**config.mk**
```make
export PLATFORM = sky130hd
export DESIGN_NAME = dma_xfer_count
export DESIGN_NICKNAME = d
export VERILOG_FILES = /design/src/rtl/dxc_pkg.sv /design/src/rtl/dxc_ctl.sv /design/src/rtl/dxc_down.sv /design/src/rtl/dxc_regs.sv /design/src/rtl/dma_xfer_count.sv
export SDC_FILE = /design/constraint.sdc
export NUM_CORES = 1
export LEC_CHECK = 0
export BUFFER_PORTS_ARGS = -buffer_cell sky130_fd_sc_hd__buf_2
export CAP_MARGIN = 10
export CORE_MARGIN = 5
export CORE_UTILIZATION = 30
export DETAILED_ROUTE_END_ITERATION = 10
export HOLD_SLACK_MARGIN = 0.05
export PLACE_DENSITY = 0.48
export SLEW_MARGIN = 20
export SYNTH_ARGS = -nofsm -noshare
export SYNTH_HDL_FRONTEND = slang
export SYNTH_HIERARCHICAL = 1
export SYNTH_SLANG_ARGS = --single-unit
```
**constraint.sdc**
```tcl
create_clock -name clk -period 2.66 [get_ports clk]
set_input_delay 0.266 -clock clk [delete_from_list [all_inputs] [get_ports clk]]
set_output_delay 0.266 -clock clk [all_outputs]
set_load 0.03 [all_outputs]
```
**src/rtl/dxc_pkg.sv**
```systemverilog
package dxc_pkg;
  localparam int unsigned DXC_CNT_W = 16;

  typedef enum logic [1:0] {
    DXC_IDLE = 2'd0,
    DXC_RUN  = 2'd1,
    DXC_HOLD = 2'd2
  } dxc_state_e;
endpackage

```
**src/rtl/dxc_ctl.sv**
```systemverilog
module dxc_ctl
  import dxc_pkg::*;
(
  input  logic clk,
  input  logic rst_n,
  input  logic activate,
  input  logic restart,
  input  logic term_hit,
  input  logic reload_on,
  output logic load_work,
  output logic capture_rld,
  output logic run_st,
  output logic hold_st
);
  dxc_state_e state_q, state_d;
  logic       start_new, start_again;

  // Activation is honoured whenever the channel is not transferring.
  assign start_new   = activate & (state_q != DXC_RUN);
  // Restart only resumes a channel parked after a reload.
  assign start_again = restart & ~activate & (state_q == DXC_HOLD);
  assign load_work   = start_new | start_again;
  assign capture_rld = start_new & reload_on;
  assign run_st      = (state_q == DXC_RUN);
  assign hold_st     = (state_q == DXC_HOLD);

  always_comb begin
    state_d = state_q;
    case (state_q)
      DXC_RUN: begin
        if (term_hit) state_d = reload_on ? DXC_HOLD : DXC_IDLE;
      end
      DXC_IDLE, DXC_HOLD: begin
        if (load_work) state_d = DXC_RUN;
      end
      default: state_d = DXC_IDLE;
    endcase
  end

  always_ff @(posedge clk or negedge rst_n) begin
    if (!rst_n) state_q <= DXC_IDLE;
    else        state_q <= state_d;
  end
endmodule

```
**src/rtl/dxc_down.sv**
```systemverilog
module dxc_down #(
  parameter int unsigned W = 16
) (
  input  logic         clk,
  input  logic         rst_n,
  input  logic         load,
  input  logic [W-1:0] load_val,
  input  logic         dec,
  output logic [W-1:0] work,
  output logic         term_hit
);
  localparam logic [W-1:0] ONE = {{(W-1){1'b0}}, 1'b1};

  logic [W-1:0] work_d;
  logic         work_en;

  // A start value of zero wraps through all ones, giving 2^W units.
  assign term_hit = dec & (work == ONE);
  assign work_en  = load | dec;

  always_comb begin
    work_d = work;
    if (load)     work_d = load_val;
    else if (dec) work_d = work - ONE;
  end

  always_ff @(posedge clk or negedge rst_n) begin
    if (!rst_n)       work <= '0;
    else if (work_en) work <= work_d;
  end
endmodule

```
**src/rtl/dxc_regs.sv**
```systemverilog
module dxc_regs #(
  parameter int unsigned W = 16
) (
  input  logic         clk,
  input  logic         rst_n,
  input  logic         cnt_wr,
  input  logic [W-1:0] cnt_wdata,
  input  logic         cfg_wr,
  input  logic         cfg_reload,
  input  logic         capture_rld,
  input  logic         term_hit,
  input  logic         eot_clr,
  output logic [W-1:0] count_q,
  output logic [W-1:0] reload_q,
  output logic         reload_en_q,
  output logic         eot_flag,
  output logic         eot_pulse
);
  logic [W-1:0] count_d;
  logic         count_en, wb_reload, eot_d;

  // Reload write-back takes priority over a software write on the same edge.
  assign wb_reload = term_hit & reload_en_q;
  assign count_en  = wb_reload | cnt_wr;

  always_comb begin
    count_d = count_q;
    if (wb_reload)   count_d = reload_q;
    else if (cnt_wr) count_d = cnt_wdata;
  end

  // Setting the flag wins over clearing it.
  always_comb begin
    eot_d = eot_flag;
    if (term_hit)     eot_d = 1'b1;
    else if (eot_clr) eot_d = 1'b0;
  end

  always_ff @(posedge clk or negedge rst_n) begin
    if (!rst_n)        count_q <= '0;
    else if (count_en) count_q <= count_d;
  end

  always_ff @(posedge clk or negedge rst_n) begin
    if (!rst_n)           reload_q <= '0;
    else if (capture_rld) reload_q <= count_q;
  end

  always_ff @(posedge clk or negedge rst_n) begin
    if (!rst_n)      reload_en_q <= 1'b0;
    else if (cfg_wr) reload_en_q <= cfg_reload;
  end

  always_ff @(posedge clk or negedge rst_n) begin
    if (!rst_n) begin
      eot_flag  <= 1'b0;
      eot_pulse <= 1'b0;
    end else begin
      eot_flag  <= eot_d;
      eot_pulse <= term_hit;
    end
  end
endmodule

```
**src/rtl/dma_xfer_count.sv**
```systemverilog
module dma_xfer_count
  import dxc_pkg::*;
#(
  parameter int unsigned CNT_W = DXC_CNT_W
) (
  input  logic             clk,
  input  logic             rst_n,
  input  logic             cnt_wr,
  input  logic [CNT_W-1:0] cnt_wdata,
  input  logic             cfg_wr,
  input  logic             cfg_reload,
  input  logic             activate,
  input  logic             restart,
  input  logic             unit_done,
  input  logic             eot_clr,
  output logic [CNT_W-1:0] count_q,
  output logic [CNT_W-1:0] reload_q,
  output logic [CNT_W-1:0] work_q,
  output logic             reload_en_q,
  output logic             running,
  output logic             holding,
  output logic             eot_flag,
  output logic             eot_pulse
);
  logic load_work, capture_rld, term_hit, dec;

  // Transfer unit pulses count only while the channel is running.
  assign dec = unit_done & running;

  dxc_ctl u_ctl (
    .clk         (clk),
    .rst_n       (rst_n),
    .activate    (activate),
    .restart     (restart),
    .term_hit    (term_hit),
    .reload_on   (reload_en_q),
    .load_work   (load_work),
    .capture_rld (capture_rld),
    .run_st      (running),
    .hold_st     (holding)
  );

  dxc_down #(.W(CNT_W)) u_down (
    .clk      (clk),
    .rst_n    (rst_n),
    .load     (load_work),
    .load_val (count_q),
    .dec      (dec),
    .work     (work_q),
    .term_hit (term_hit)
  );

  dxc_regs #(.W(CNT_W)) u_regs (
    .clk         (clk),
    .rst_n       (rst_n),
    .cnt_wr      (cnt_wr),
    .cnt_wdata   (cnt_wdata),
    .cfg_wr      (cfg_wr),
    .cfg_reload  (cfg_reload),
    .capture_rld (capture_rld),
    .term_hit    (term_hit),
    .eot_clr     (eot_clr),
    .count_q     (count_q),
    .reload_q    (reload_q),
    .reload_en_q (reload_en_q),
    .eot_flag    (eot_flag),
    .eot_pulse   (eot_pulse)
  );
endmodule

```
==> impl_metrics.json <==
{
  "status": "finished, final reports clean",
  "finClkSkew_ns": 0.00924,
  "synth_top_family_by_area": "simple AND/OR/NAND/NOR gates",
  "p_leak_uw": 0.00152,
  "layout-drive-gt1-share_pct": 38.0,
  "crit_fanout": 20,
  "cpPeakStageDelay_ns": 0.41,
  "r2r_slack_ns": 0.46,
  "drv_cap": 0,
  "p_sw_share_pct": 40.6,
  "peakVddDrop_uv": 333,
  "ys_ff_latch": 53,
  "min_path_type": "in -> reg",
  "clk_pin_slew_worst_paths_ns": 0.09,
  "die_width_um": 103,
  "drt_wl_total_um": 6600,
  "synth_area_leaders": "dfrtp_1 (51%), mux2i_1 (6.2%), mux2_4 (5.8%), o21ai_0 (3.9%), nand3_1 (3.7%)",
  "vias": 2000,
  "synth_top_area_share_pct": 51.4,
  "syn_nets": 252,
  "worstMarginPinSlew_ns": 0.668,
  "dr_wl_met2_um": 3120,
  "wl_per_cell_um": 16.1,
  "power_frac_clock_pct": 20.9,
  "dpl-instance-area_mm2": 0.00306,
  "yosysTopAreaCell": "dfrtp_1",
  "synth.distinct_cells": 43,
  "intPower_uw": 1550,
  "hold_slack_ns": 0.193,
  "route.detailed.drc": 0,
  "finish.utilization_pct": 38.3,
  "die-area_mm2": 0.0106,
  "netlist_area_mm2": 0.00258,
  "slowest_stage": "dfrtp_1",
  "rows": 33,
  "period_needed_ns": 2.20,
  "met1_length_um": 3050,
  "diodes": 0,
  "yosys_most_used_dff": "dfrtp_1",
  "synth_mux_area_share_pct": 15.1,
  "grt.total_usage_pct": 13.2,
  "cts_tree": "yes",
  "cp.arrival_ns": 2.43,
  "yosys.area_share.xor_xnor_pct": 3.73,
  "top_layer": "met4",
  "slew_violations": 0,
  "num_io_pins": 78,
  "synth-adder-area-share_pct": 0.969,
  "r2r-start": "u_ctl/state_q[1]$_DFFE_PN0P_",
  "hpwlAfterDp_um": 4920,
  "portBuffers": 77,
  "synth_edf_count": 0,
  "seqPwrFrac_pct": 44.8,
  "p_switching_uw": 1060,
  "antenna_found_initial": 0,
  "crit_start": "u_ctl/state_q[1]$_DFFE_PN0P_",
  "crit_path_cell_trace": "nand2b_4 > inv_1 > and2_1 > nor4b_1 > nand2_1 > nor4b_2 > buf_4 > nand2_1 > o2bb2ai_1",
  "synth_cells": 225,
  "tns_ns": 0,
  "ys_warn_count": 6,
  "hold_viol": 0,
  "cts_inserted_buffers": 5,
  "startpoint_type": "flop",
  "cts_sinks": 53,
  "synth_compound_area_share_pct": 8.82,
  "final_area_mm2": 0.00318,
  "crit_type": "reg -> reg",
  "synth_area_per_cell_um2": 11.5,
  "grt_pass1_wl_um": 10800,
  "power_density_mw_per_mm2": 824,
  "reg2regPathDepth": 9,
  "dr_wl_met3_um": 421,
  "rsz0062_at_grt": "false",
  "multi_input_area_mm2": 0.00114,
  "cts_buffer_depth": 2,
  "htree_num_levels": 2,
  "grt-ovfl-total": 0,
  "initial_core_util_pct": 31.1,
  "first_pass_iters": 4,
  "finalPower_uw": 2620,
  "period_share_pct": 82.6,
  "setup_viol": 0,
  "die_h_um": 103,
  "drtIter0Drc": 110,
  "synthToLayoutAreaGrowth_pct": 23.0,
  "max_clock_freq_mhz": 455,
  "seqCellArea_mm2": 0.00133,
  "endpoint_kind": "flop",
  "r2r_end": "u_ctl/state_q[1]$_DFFE_PN0P_",
  "min_from": "cfg_reload",
  "grt_max_degree": 28,
  "crit_required_ns": 2.89,
  "ant_nets": 0,
  "critPathCapture": "u_ctl/state_q[1]$_DFFE_PN0P_",
  "viasPerCell": 4.88,
  "power_frac_comb_pct": 34.3,
  "relSlewSlack_pct": 55.1,
  "synth-async-reset-ratio_pct": 100,
  "ys_seq_area_share_pct": 51.4,
  "grt_pass1_vias": 2038,
  "clkLatencyLatePin_ns": 0.31,
  "synthSimpleGateAreaFrac_pct": 15.4,
  "nFillCells": 839,
  "nNetsFinal": 332,
  "core_area_mm2": 0.00830,
  "cp_common_cell": "nand2_1",
  "place.gp.congestion": 0.722,
  "root_buffer": "clkbuf_8"
}
[cells in the mapped netlist, types with 2 or more instances]
cell type and instances:
buf_2 3, o21ai_0 20, mux2_4 10, inv_1 5, xor2_1 9, nand4b_1 2, nor4b_1 2, o21ai_1 10
clkbuf_1 3, dfrtp_1 53, nand3_1 19, buf_6 5, nor2_1 8, ha_1 2, or4_1 2, nand2_1 20
a31oi_1 3, mux2i_1 16, mux2_2 7, o31ai_1 2, xnor2_1 2
[logic make-up after synthesis]
group                    count (synthesis)
AO/OA/AOI/OAI                           41
XOR/XNOR                                11
adder cells (fa/ha/maj)                  2
buffers and inverters                   17
flip-flops                              53
multiplexers                            33
AND/OR/NAND/NOR                         68
[stage by stage]
stage	instances	worst slack, ns
final	410	0.464
after global routing	410	0.208
after CTS	410	0.429
after detailed placement	402	0.483
after global placement	402	0.591
after floorplan	225	0.155
[state kept, by name, summed over array words and instances (netlist names)]
name                count
u_regs/eot_pulse        1
u_regs/count_q         16
u_regs/reload_q        16
u_ctl/state_q           2
u_down/work            16
u_regs/reload_en_q      1
u_regs/eot_flag         1
[worst max-delay path: cells and delay by family (launching register included)]
| family | cells | cell delay, ns |
|---|---|---|
| simple gates | 6 | 1.19 |
| flops | 1 | 0.41 |
| buf+inv | 2 | 0.39 |
| compound gates | 1 | 0.14 |
[power by group through the flow]
| stage | combinational (uW) | sequential (uW) | clock, uW |
|---|---|---|---|
| after floorplan | 316 | 1460 | 0 |
| after detailed placement | 911 | 1200 | 0 |
| final | 898 | 1170 | 547 |
| after CTS | 914 | 1180 | 570 |
| after global routing | 975 | 1210 | 603 |
| after global placement | 901 | 1190 | 0 |
[how the worst min path moves through the flow]
stage                                endpoint  depth (start not counted)
5_1_grt        u_regs/reload_en_q$_DFFE_PN0P_                          2
3_3_place_gp   u_regs/reload_q[6]$_DFFE_PN0P_                          1
3_5_place_dp   u_regs/reload_q[9]$_DFFE_PN0P_                          1
2_1_floorplan    u_ctl/state_q[0]$_DFFE_PN0P_                          0
4_1_cts        u_regs/reload_en_q$_DFFE_PN0P_                          2
6_report       u_regs/reload_en_q$_DFFE_PN0P_                          2
[timing repair]
item / CTS / global route
resized for setup: 0 / 0
buffers inserted: 0 / 0
hold buffers: 1 / 0
endpoints found under the hold margin: 18 / 0
[cell type report]
type / instances / share of cell area [%]
flip-flops and latches: 53 / 41.7
repair buffers: 85 / 14.1
multi-input cells: 155 / 36.0
clock buffers: 5 / 2.17
well taps: 105 / 4.14
clock inverters: 2 / 1.22
inverters: 5 / 0.591
[per-layer routing]
layer / vias to the layer above / global-route usage, %
met2: 63 / 20.6
met4: 0 / 2.99
li1: 961 / -
met1: 974 / 18.9
met3: 2 / 2.84
met5: - / 0
[layout by cell type, fill, tap and decap left out, types with 2 or more instances in the layout]
master,synthesis,layout
buf_2,3,77
dfrtp_1,53,53
nand2_1,20,20
o21ai_0,20,19
nand3_1,19,19
mux2i_1,16,16
o21ai_1,10,10
mux2_4,10,10
xor2_1,9,9
nor2_1,8,8
buf_4,0,7
mux2_2,7,7
clkbuf_8,0,5
inv_1,5,5
a31oi_1,3,3
xnor2_1,2,2
o31ai_1,2,2
or4_1,2,2
nand4b_1,2,2
ha_1,2,2
No activity file was read; power rests on OpenSTA's default activity.
